**src/rtl/tsc_pkg.sv**
```systemverilog
package tsc_pkg;

   localparam int unsigned WORD_IDX_W = 10;

   localparam logic [WORD_IDX_W-1:0] W_CTRL    = 10'h000;
   localparam logic [WORD_IDX_W-1:0] W_STAT    = 10'h001;
   localparam logic [WORD_IDX_W-1:0] W_CNT_LO  = 10'h002;
   localparam logic [WORD_IDX_W-1:0] W_CNT_HI  = 10'h003;
   localparam logic [WORD_IDX_W-1:0] W_INC     = 10'h004;
   localparam logic [WORD_IDX_W-1:0] W_IDENT   = 10'h007;
   localparam logic [WORD_IDX_W-1:0] W_INC_ALT = 10'h034;
   localparam logic [WORD_IDX_W-1:0] W_INC_2ND = 10'h035;
   localparam logic [WORD_IDX_W-1:0] W_ID_BASE = 10'h3F4;
   localparam int unsigned           ID_WORDS  = 12;

   localparam logic [31:0] IDENT_VALUE = 32'h0002_0001;

   typedef struct packed {
      logic err_off;
      logic irq_mask;
      logic scale_on;
      logic dbg_halt;
      logic run;
   } ctrl_t;

   localparam int unsigned CTRL_W = $bits(ctrl_t);

   function automatic logic [7:0] id_byte(input int unsigned idx, input bit status_frame);
      logic [7:0] b;
      case (idx)
         0:       b = 8'h04;
         4:       b = status_frame ? 8'hBB : 8'hBA;
         5:       b = 8'hB0;
         6:       b = 8'h0B;
         8:       b = 8'h0D;
         9:       b = 8'hF0;
         10:      b = 8'h05;
         11:      b = 8'hB1;
         default: b = 8'h00;
      endcase
      return b;
   endfunction

endpackage

```
**src/rtl/tsc_regs.sv**
```systemverilog
module tsc_regs
   import tsc_pkg::*;
#(
   parameter int unsigned DATA_W  = 32,
   parameter int unsigned SCALE_W = 32,
   parameter int unsigned FRAC_W  = 24
) (
   input  logic                  clk,
   input  logic                  rst_n,
   input  logic                  ctl_wr,
   input  logic [WORD_IDX_W-1:0] widx,
   input  logic [DATA_W-1:0]     wdata,
   output ctrl_t                 ctrl_q,
   output logic [SCALE_W-1:0]    inc_q,
   output logic                  wr_lo,
   output logic                  wr_hi
);

   localparam logic [SCALE_W-1:0] INC_RESET = SCALE_W'(1) << FRAC_W;

   logic hit_ctrl;
   logic hit_inc;

   always_comb begin
      hit_ctrl = ctl_wr && (widx == W_CTRL);
      hit_inc  = ctl_wr && ((widx == W_INC) || (widx == W_INC_ALT));
      wr_lo    = ctl_wr && (widx == W_CNT_LO);
      wr_hi    = ctl_wr && (widx == W_CNT_HI);
   end

   always_ff @(posedge clk or negedge rst_n) begin
      if (!rst_n) begin
         ctrl_q <= '0;
      end else if (hit_ctrl) begin
         ctrl_q <= ctrl_t'(wdata[CTRL_W-1:0]);
      end
   end

   always_ff @(posedge clk or negedge rst_n) begin
      if (!rst_n) begin
         inc_q <= INC_RESET;
      end else if (hit_inc) begin
         inc_q <= wdata[SCALE_W-1:0];
      end
   end

endmodule

```
**src/rtl/tsc_accum.sv**
```systemverilog
module tsc_accum #(
   parameter int unsigned CNT_W   = 64,
   parameter int unsigned FRAC_W  = 24,
   parameter int unsigned SCALE_W = 32,
   parameter int unsigned DATA_W  = 32
) (
   input  logic               clk,
   input  logic               rst_n,
   input  logic               adv,
   input  logic               scale_on,
   input  logic [SCALE_W-1:0] inc,
   input  logic               wr_lo,
   input  logic               wr_hi,
   input  logic [DATA_W-1:0]  wdata,
   output logic [CNT_W-1:0]   count
);

   localparam int unsigned ACC_W  = CNT_W + FRAC_W;
   localparam int unsigned HALF_W = CNT_W / 2;
   localparam logic [ACC_W-1:0] UNIT = ACC_W'(1) << FRAC_W;

   logic [ACC_W-1:0] acc_q;
   logic [ACC_W-1:0] step;
   logic [CNT_W-1:0] cur;
   logic [CNT_W-1:0] patched;

   assign cur   = acc_q[ACC_W-1:FRAC_W];
   assign count = cur;

   generate
      if (SCALE_W >= ACC_W) begin : g_step_wide
         always_comb step = scale_on ? inc[ACC_W-1:0] : UNIT;
      end else begin : g_step_ext
         always_comb step = scale_on ? {{(ACC_W-SCALE_W){1'b0}}, inc} : UNIT;
      end
   endgenerate

   always_comb begin
      patched = cur;
      if (wr_lo) patched[HALF_W-1:0]     = wdata[HALF_W-1:0];
      if (wr_hi) patched[CNT_W-1:HALF_W] = wdata[HALF_W-1:0];
   end

   always_ff @(posedge clk or negedge rst_n) begin
      if (!rst_n) begin
         acc_q <= '0;
      end else if (wr_lo || wr_hi) begin
         acc_q <= {patched, {FRAC_W{1'b0}}};
      end else if (adv) begin
         acc_q <= acc_q + step;
      end
   end

endmodule

```
**src/rtl/tsc_rdmux.sv**
```systemverilog
module tsc_rdmux
   import tsc_pkg::*;
#(
   parameter int unsigned CNT_W   = 64,
   parameter int unsigned DATA_W  = 32,
   parameter int unsigned SCALE_W = 32
) (
   input  logic                  ctl_sel,
   input  logic                  sts_sel,
   input  logic [WORD_IDX_W-1:0] widx,
   input  ctrl_t                 ctrl_q,
   input  logic [SCALE_W-1:0]    inc_q,
   input  logic [CNT_W-1:0]      count,
   output logic [DATA_W-1:0]     rdata
);

   localparam int unsigned HALF_W = CNT_W / 2;

   logic [DATA_W-1:0] ctl_id [ID_WORDS];
   logic [DATA_W-1:0] sts_id [ID_WORDS];

   genvar gi;
   generate
      for (gi = 0; gi < ID_WORDS; gi++) begin : g_id
         assign ctl_id[gi] = DATA_W'(id_byte(gi, 1'b0));
         assign sts_id[gi] = DATA_W'(id_byte(gi, 1'b1));
      end
   endgenerate

   logic                  in_id;
   logic [WORD_IDX_W-1:0] id_off;
   logic [DATA_W-1:0]     ctl_rd;
   logic [DATA_W-1:0]     sts_rd;

   always_comb begin
      id_off = widx - W_ID_BASE;
      in_id  = (widx >= W_ID_BASE);
   end

   always_comb begin
      ctl_rd = '0;
      if (in_id) begin
         ctl_rd = ctl_id[id_off[3:0]];
      end else begin
         case (widx)
            W_CTRL:             ctl_rd = DATA_W'(ctrl_q);
            W_CNT_LO:           ctl_rd = DATA_W'(count[HALF_W-1:0]);
            W_CNT_HI:           ctl_rd = DATA_W'(count[CNT_W-1:HALF_W]);
            W_INC, W_INC_ALT:   ctl_rd = DATA_W'(inc_q);
            W_IDENT:            ctl_rd = IDENT_VALUE;
            default:            ctl_rd = '0;
         endcase
      end
   end

   always_comb begin
      sts_rd = '0;
      if (in_id) begin
         sts_rd = sts_id[id_off[3:0]];
      end else begin
         case (widx)
            10'h000: sts_rd = DATA_W'(count[HALF_W-1:0]);
            10'h001: sts_rd = DATA_W'(count[CNT_W-1:HALF_W]);
            default: sts_rd = '0;
         endcase
      end
   end

   always_comb begin
      if (ctl_sel)      rdata = ctl_rd;
      else if (sts_sel) rdata = sts_rd;
      else              rdata = '0;
   end

endmodule

```
**src/rtl/tsc_counter.sv**
```systemverilog
module tsc_counter
   import tsc_pkg::*;
#(
   parameter int unsigned CNT_W   = 64,
   parameter int unsigned FRAC_W  = 24,
   parameter int unsigned SCALE_W = 32,
   parameter int unsigned DATA_W  = 32,
   parameter int unsigned ADDR_W  = 12
) (
   input  logic              clk,
   input  logic              rst_n,
   input  logic              tick,
   input  logic              ctl_sel,
   input  logic              sts_sel,
   input  logic              wr_en,
   input  logic [ADDR_W-1:0] addr,
   input  logic [DATA_W-1:0] wdata,
   output logic [DATA_W-1:0] rdata,
   output logic [CNT_W-1:0]  count_o
);

   generate
      if (CNT_W != 2 * DATA_W) begin : g_bad_cnt
         $error("count width must be twice the bus width");
      end
      if (ADDR_W != WORD_IDX_W + 2) begin : g_bad_addr
         $error("address width must cover one 4 KB frame");
      end
      if (SCALE_W > DATA_W || FRAC_W >= SCALE_W) begin : g_bad_scale
         $error("increment must fit the bus and exceed the fraction");
      end
   endgenerate

   logic [WORD_IDX_W-1:0] widx;
   logic                  ctl_wr;
   ctrl_t                 ctrl_q;
   logic [SCALE_W-1:0]    inc_q;
   logic                  wr_lo;
   logic                  wr_hi;
   logic                  adv;
   logic                  run_q;
   logic                  scale_q;

   assign widx    = addr[ADDR_W-1:2];
   assign ctl_wr  = ctl_sel && wr_en;
   assign run_q   = ctrl_q.run;
   assign scale_q = ctrl_q.scale_on;
   assign adv     = tick && run_q && !ctl_wr;

   tsc_regs #(
      .DATA_W (DATA_W),
      .SCALE_W(SCALE_W),
      .FRAC_W (FRAC_W)
   ) u_regs (
      .clk   (clk),
      .rst_n (rst_n),
      .ctl_wr(ctl_wr),
      .widx  (widx),
      .wdata (wdata),
      .ctrl_q(ctrl_q),
      .inc_q (inc_q),
      .wr_lo (wr_lo),
      .wr_hi (wr_hi)
   );

   tsc_accum #(
      .CNT_W  (CNT_W),
      .FRAC_W (FRAC_W),
      .SCALE_W(SCALE_W),
      .DATA_W (DATA_W)
   ) u_accum (
      .clk     (clk),
      .rst_n   (rst_n),
      .adv     (adv),
      .scale_on(scale_q),
      .inc     (inc_q),
      .wr_lo   (wr_lo),
      .wr_hi   (wr_hi),
      .wdata   (wdata),
      .count   (count_o)
   );

   tsc_rdmux #(
      .CNT_W  (CNT_W),
      .DATA_W (DATA_W),
      .SCALE_W(SCALE_W)
   ) u_rdmux (
      .ctl_sel(ctl_sel),
      .sts_sel(sts_sel),
      .widx   (widx),
      .ctrl_q (ctrl_q),
      .inc_q  (inc_q),
      .count  (count_o),
      .rdata  (rdata)
   );

endmodule

```
**config.mk**
```make
export PLATFORM = sky130hd
export DESIGN_NAME = tsc_counter
export DESIGN_NICKNAME = d
export VERILOG_FILES = /design/src/rtl/tsc_pkg.sv /design/src/rtl/tsc_regs.sv /design/src/rtl/tsc_accum.sv /design/src/rtl/tsc_rdmux.sv /design/src/rtl/tsc_counter.sv
export SDC_FILE = /design/constraint.sdc
export NUM_CORES = 1
export LEC_CHECK = 0
export BUFFER_PORTS_ARGS = -buffer_cell sky130_fd_sc_hd__buf_2
export CAP_MARGIN = 40
export CORE_MARGIN = 3
export CORE_UTILIZATION = 33
export DETAILED_ROUTE_END_ITERATION = 8
export PLACE_DENSITY = 0.59
export SLEW_MARGIN = 5
export SYNTH_ARGS = -nofsm -noshare
export SYNTH_HDL_FRONTEND = slang
export SYNTH_HIERARCHICAL = 1
export SYNTH_SLANG_ARGS = --single-unit
```
**constraint.sdc**
```tcl
create_clock -name clk -period 3.31 [get_ports clk]
set_input_delay 0.331 -clock clk [delete_from_list [all_inputs] [get_ports clk]]
set_output_delay 0.331 -clock clk [all_outputs]
set_load 0.02 [all_outputs]
```
== Word level (Yosys, flattened, before mapping) ==
Memories as Yosys holds them, arrays and structs flattened.
Index checks and enable logic that the tools add are counted.
Storage, ports and cells
  flip-flop bits (word level): 125
  bits in latches: 0
  memory bits (writable): 0
  ROM bits: 1024
  input port bits: 50
  output and inout port bits: 96
  logic and storage cells: 54
  memories: 2
Memory list
  (name not given): words 16, width 32, rd ports 1, clocked after Yosys merged registers in 0, wr ports 0, RTL line tsc_rdmux.sv:43  | ctl_rd = ctl_id[id_off[3:0]];
  (name not given): words 16, width 32, rd ports 1, clocked after Yosys merged registers in 0, wr ports 0, RTL line tsc_rdmux.sv:59  | sts_rd = sts_id[id_off[3:0]];
Operators by class
  add/sub/neg operators: 2
  $mul: 0
  div/mod/pow operators: 0
  magnitude comparators: 2
  eq/ne operators: 8
  shifts and indexed selects: 0
  muxes and demuxes: 15
  bitwise gates (word level): 1
  reduce and logical (&&, ||, !) cells: 15
Operators by type and width (number)
  32-bit two-way mux: 11
  88-bit two-way mux: 2
  32-bit one-hot mux with 5 select lines: 1
  88-bit adder: 1
  32-bit one-hot mux with 2 select lines: 1
  10-bit by 2-bit equality test with 1-bit output (second input constant): 2
  10-bit by 3-bit equality test with 1-bit output (second input constant): 2
  10-bit by 1-bit equality test with 1-bit output (second input constant): 1
  10-bit by 6-bit equality test with 1-bit output (second input constant): 1
  10-bit >= comparator (second input constant): 1
  10-bit zero test: 1
  1-bit logical AND: 7
  5-bit >= comparator (second input constant): 1
  4-bit inverter with 5-bit output: 1
  2-bit by 1-bit inequality test with 1-bit output (second input constant): 2
  2-bit AND reduction: 2
  4-bit by 3-bit subtractor with 4-bit output (second input constant): 1
  1-bit logical OR: 2
  2-bit nonzero test: 1
  2-bit OR reduction: 1
  1-bit zero test: 1

== Depth between registers and ports, before layout ==
  word-level depth: 8
  mapped depth: 15

== By module ==
Netlist, hierarchy kept.
By module, submodules not included
  tsc_accum: instances 1, cells each 916, area an instance 7439.6 um^2
  tsc_regs: instances 1, cells each 89, area an instance 1587.8 um^2
  tsc_rdmux: instances 1, cells each 196, area an instance 1559.0 um^2
  tsc_counter: instances 1, cells each 3, area an instance 18.8 um^2

== Worst setup path after synthesis ==
No wires, ideal clock.
  path kind: flip-flop to flip-flop
  from: reg u_regs/ctrl_q[2] (netlist name)
  to: reg u_accum.acc_q[62]
  data arrival time: 3310 ps
  required time: 3224 ps
  path slack: -86 ps
  stages on the path, launching flop included: 15
  clock period less this slack: 3396 ps
  cell sequence: dfrtp_1 clkbuf_1 and2_1 ha_1 inv_1 fa_1 and2b_1 o2111ai_2 a21oi_4 o211ai_4 a2111oi_4 o21bai_2 and2_4 or4_1 a32oi_1
Between the ends
  cells in the longest elaborated chain, start to end: 4
RTL lines
  32-bit two-way mux: RTL line tsc_accum.sv:34  | always_comb step = scale_on ? {{(ACC_W-SCALE_W){1'b0}}, inc} : UNIT;
  88-bit adder: RTL line tsc_accum.sv:50  | acc_q <= acc_q + step;
  88-bit two-way mux: RTL line tsc_accum.sv:49  | end else if (adv) begin
  88-bit two-way mux: RTL line tsc_accum.sv:47  | end else if (wr_lo || wr_hi) begin
  end signal, assigned: RTL line tsc_accum.sv:48  | acc_q <= {patched, {FRAC_W{1'b0}}};
  end signal, assigned: RTL line tsc_accum.sv:50
  end, declared: RTL line tsc_accum.sv:22  | logic [ACC_W-1:0] acc_q;
Every way passes these cells. The select of a mux whose other input is x is not followed.
A chain may end at the register's enable or synchronous reset.

== Worst setup path after layout ==
  from: reg u_regs/ctrl_q[2] (netlist name)
  to: reg u_accum.acc_q[34]
Between the ends
  cells in the longest elaborated chain, start to end: 4
RTL lines (RTL line)
  32-bit two-way mux: tsc_accum.sv:34
  88-bit adder: tsc_accum.sv:50
  88-bit two-way mux: tsc_accum.sv:49
  88-bit two-way mux: tsc_accum.sv:47
Every way passes these cells. The select of a mux whose other input is x is not followed.

==> impl_metrics.py <==
metrics = {
    "routing": {
        "post_drt_wl_per_cell_um": 22.86,
        "dr_total_vias": 10860,
        "drtAntennaViolNets": 0,
        "drt_iter0_drc": 1160,
        "routed_wl_um": 41860,
        "drc_errors": 0,
        "routed_via_density": 5.932,
        "drtPass1Iterations": 7,
    },
    "cts": {
        "clock_latency_ps": 430,
        "numCtsBuffers": 17,
        "clock_sinks": 125,
        "clockBufferDepth": 2,
        "path_clk_slew_ps": 60,
        "clock-root-buffer": "clkbuf_16",
        "h-tree-depth": 4,
        "cts_tree": "yes",
    },
    "die": {
        "io_pins": 146,
        "die_height_um": 185.3,
        "core_um2": 31640,
        "start_util_pct": 33.52,
        "placement_rows": 65,
        "die_area_um2": 34320,
        "die_w_um": 185.3,
    },
    "global_routing": {
        "grt_usage_pct": 23.64,
        "grt.overflow.total": 0,
        "grt_pass1_vias": 10150,
        "antenna_found_initial": 0,
        "grt_max_degree": 83,
        "grt_pass1_wl_um": 62040,
    },
    "hold_path": {
        "min_path_cells": 3,
        "min_to": "u_accum/acc_q[55]",
        "worstHoldStart": "wdata[31]",
        "hold_path_class": "input pin to flip-flop",
    },
    "setup_path": {
        "worstSetupStartpoint": "u_regs/ctrl_q[2]",
        "reg2reg_to": "u_accum/acc_q[34]",
        "r2r-start": "u_regs/ctrl_q[2]",
        "worstPathArrival_ps": 3650,
        "worst-path-max-fanout": 4,
        "worstPathCellList": "and2_4, ha_4, inv_2, fa_2, and2b_1, o2111ai_2, a21oi_4, o211ai_4, a2111oi_4, buf_4, o21bai_4, and2_4, or3_2, a31oi_1",
        "cp_slowest_cell": "dfrtp_1",
        "worst-setup-path-type": "flip-flop to flip-flop",
        "cp-end-kind": "flip-flop",
        "crit_path_frequent_cell": "and2_4",
        "slowest_delay_ps": 410,
        "r2r_slack_ps": 5,
        "r2r_cells": 14,
        "crit_required_ps": 3650,
        "cp-start-kind": "flip-flop",
    },
    "yosys": {
        "synth_area_um2": 10610,
        "synth_ff_type": "dfrtp_1",
        "ys_seq_area_share_pct": 29.51,
        "ys_types": 94,
        "synth_edf_count": 0,
        "synth_seq_cells": 125,
        "async_flop_share_pct": 100.0,
        "syn_nets": 1290,
        "syn_inst": 1204,
        "yosys_warnings": 6,
        "avgSynthCellArea_um2": 8.808,
    },
    "sta": {
        "min_period_ps": 3305,
        "tightest_slew_ps": 799.2,
        "slew_headroom_pct": 46.72,
        "fmax_ghz": 0.3026,
        "final_hold_viol_count": 0,
        "finalCritPeriodShare_pct": 99.85,
        "setup_viol_count_final": 0,
        "slew_violations": 0,
        "rsz0062_at_grt": "yes",
        "finClkSkew_ps": 12.24,
        "fin_setup_tns_ps": 0,
    },
    "run_status": {
        "status": "finished clean",
    },
    "power_and_ir_drop": {
        "power.density_nw_per_um2": 286.1,
        "power_mw": 3.841,
        "p_leak_nw": 6.124,
        "ir_worst_vdd_mv": 0.3409,
    },
    "placement": {
        "placed_cells": 1788,
        "portBuffers": 143,
        "place_hpwl_um": 32120,
        "place_area_um2": 12400,
        "place_congestion": 0.9860,
    },
    "finish": {
        "stdcell_area_um2": 13420,
        "fin_nets": 1501,
        "n_fill_cell": 3121,
        "instances_no_fill": 1831,
        "final_cell_mix": "167 x buf_4, 143 x buf_2, 124 x dfrtp_1",
        "final_layout_size_suffix_gt1_share_pct": 35.50,
        "layout_commonest_cell": "buf_4",
        "syn2layout_area_growth_pct": 26.56,
    },
    "flow_run": {
        "max_cap_viol_count": 0,
    },
}
-- layer usage --
metal | vias to the layer above | global-route usage (%) | part of all wire [%]
met2 | 583 | 34.55 | 42
met1 | 5354 | 35.43 | 46
met4 | 0 | 7.293 | 2.6
li1 | 4863 | - | -
met3 | 62 | 3.947 | 9.1
met5 | - | 0 | 0
-- where the power goes --
part           internal [mW]  switching (mW)  total (mW)  leakage (nW)
logic                  0.114           0.196       0.310          4.11
registers               1.55          0.0289        1.58          1.73
clock network           1.18           0.766        1.95         0.282
total                   2.85           0.992        3.84          6.12
-- area by class of cell --
type | instances | area (um^2) | area share (%)
tap | 402 | 503.0 | 3.748
clock inverter | 14 | 170.2 | 1.268
sequential | 125 | 3129 | 23.32
timing repair buffer | 321 | 2161 | 16.10
clock buffer | 18 | 429.2 | 3.198
antenna | 1 | 2.502 | 0.01864
inverter | 15 | 56.30 | 0.4195
multi-input combinational | 935 | 6970 | 51.93
-- flip-flops by register name, indices dropped and copies added, names as in the netlist --
name / count
u_accum/acc_q: 88
u_regs/inc_q: 32
u_regs/ctrl_q: 5
-- how the worst max path moves through the flow --
stage                                   end  slack (ps)
final                     u_accum/acc_q[34]           5
after global routing      u_accum/acc_q[62]        -110
after CTS                 u_accum/acc_q[65]          -1
after detailed placement  u_accum/acc_q[77]        -170
after global placement    u_accum/acc_q[71]        -210
after floorplan           u_accum/acc_q[34]          50
-- stage by stage --
stage | utilization, % | hold slack (ps) | worst slack (ps)
4_1_cts | 41.43 | 149.1 | -1.010
6_report | 42.42 | 169.0 | 5.063
3_5_place_dp | 39.21 | 177.8 | -169.9
2_1_floorplan | - | 35.41 | 54.88
3_3_place_gp | 39.07 | 491.0 | -207.0
5_1_grt | 42.42 | 174.7 | -109.1
-- worst max-delay path: cells and delay by family, from the launching register on --
family          cells  cell delay [ps]
compound gates      6             1160
simple gates        4              970
fa+ha+maj           2              450
flops               1              410
buf+inv             2              230
-- cells by family (layout without fill, tap and decap cells) --
family | after synthesis | in the layout | synth area share, %
XOR/XNOR | 61 | 61 | 5.038
flip-flops | 125 | 125 | 29.51
other | 0 | 1 | 0
adder cells (fa/ha/maj) | 36 | 36 | 4.318
AND/OR/NAND/NOR | 450 | 450 | 22.04
buffers and inverters | 144 | 368 | 8.306
multiplexers | 66 | 66 | 7.810
AO/OA/AOI/OAI | 322 | 322 | 22.98
-- Yosys cell counts (9+ instances only) --
library cell  instances  area share [%]
dfrtp_1             124              29
nor2_1              118             4.2
nand2_1             117             4.1
buf_4                66             4.7
o21ai_0              59             2.8
a21oi_1              45             2.1
xnor2_1              42             3.5
and2_1               37             2.2
ha_1                 35             4.1
a22oi_1              32             2.3
nand3_1              32             1.5
nor3_1               32             1.5
clkbuf_1             30             1.1
mux2_4               30             4.2
a211oi_1             24             1.7
a222oi_1             23             2.2
buf_2                23             1.1
mux2i_1              22             2.1
nand4_1              22             1.3
o22ai_2              19             2.2
xor2_1               19             1.6
and3_1               17             1.0
inv_1                14            0.50
mux2_2               14             1.5
a21o_1               12            0.85
nor4_1               11            0.65
o22ai_1              11            0.65
a221o_1              10            0.94
o21a_1               10            0.71
a31oi_1               9            0.53
-- timing repair --
| action | CTS | global route |
|---|---|---|
| hold buffers | 1 | 0 |
| setup buffers | 4 | 5 |
| hold endpoints to repair | 9 | 0 |
| pin swaps | 9 | 13 |
| setup endpoints to repair | 16 | 51 |
| gates resized for setup | 13 | 49 |
Note: power is estimated with default switching activity, not from simulation.
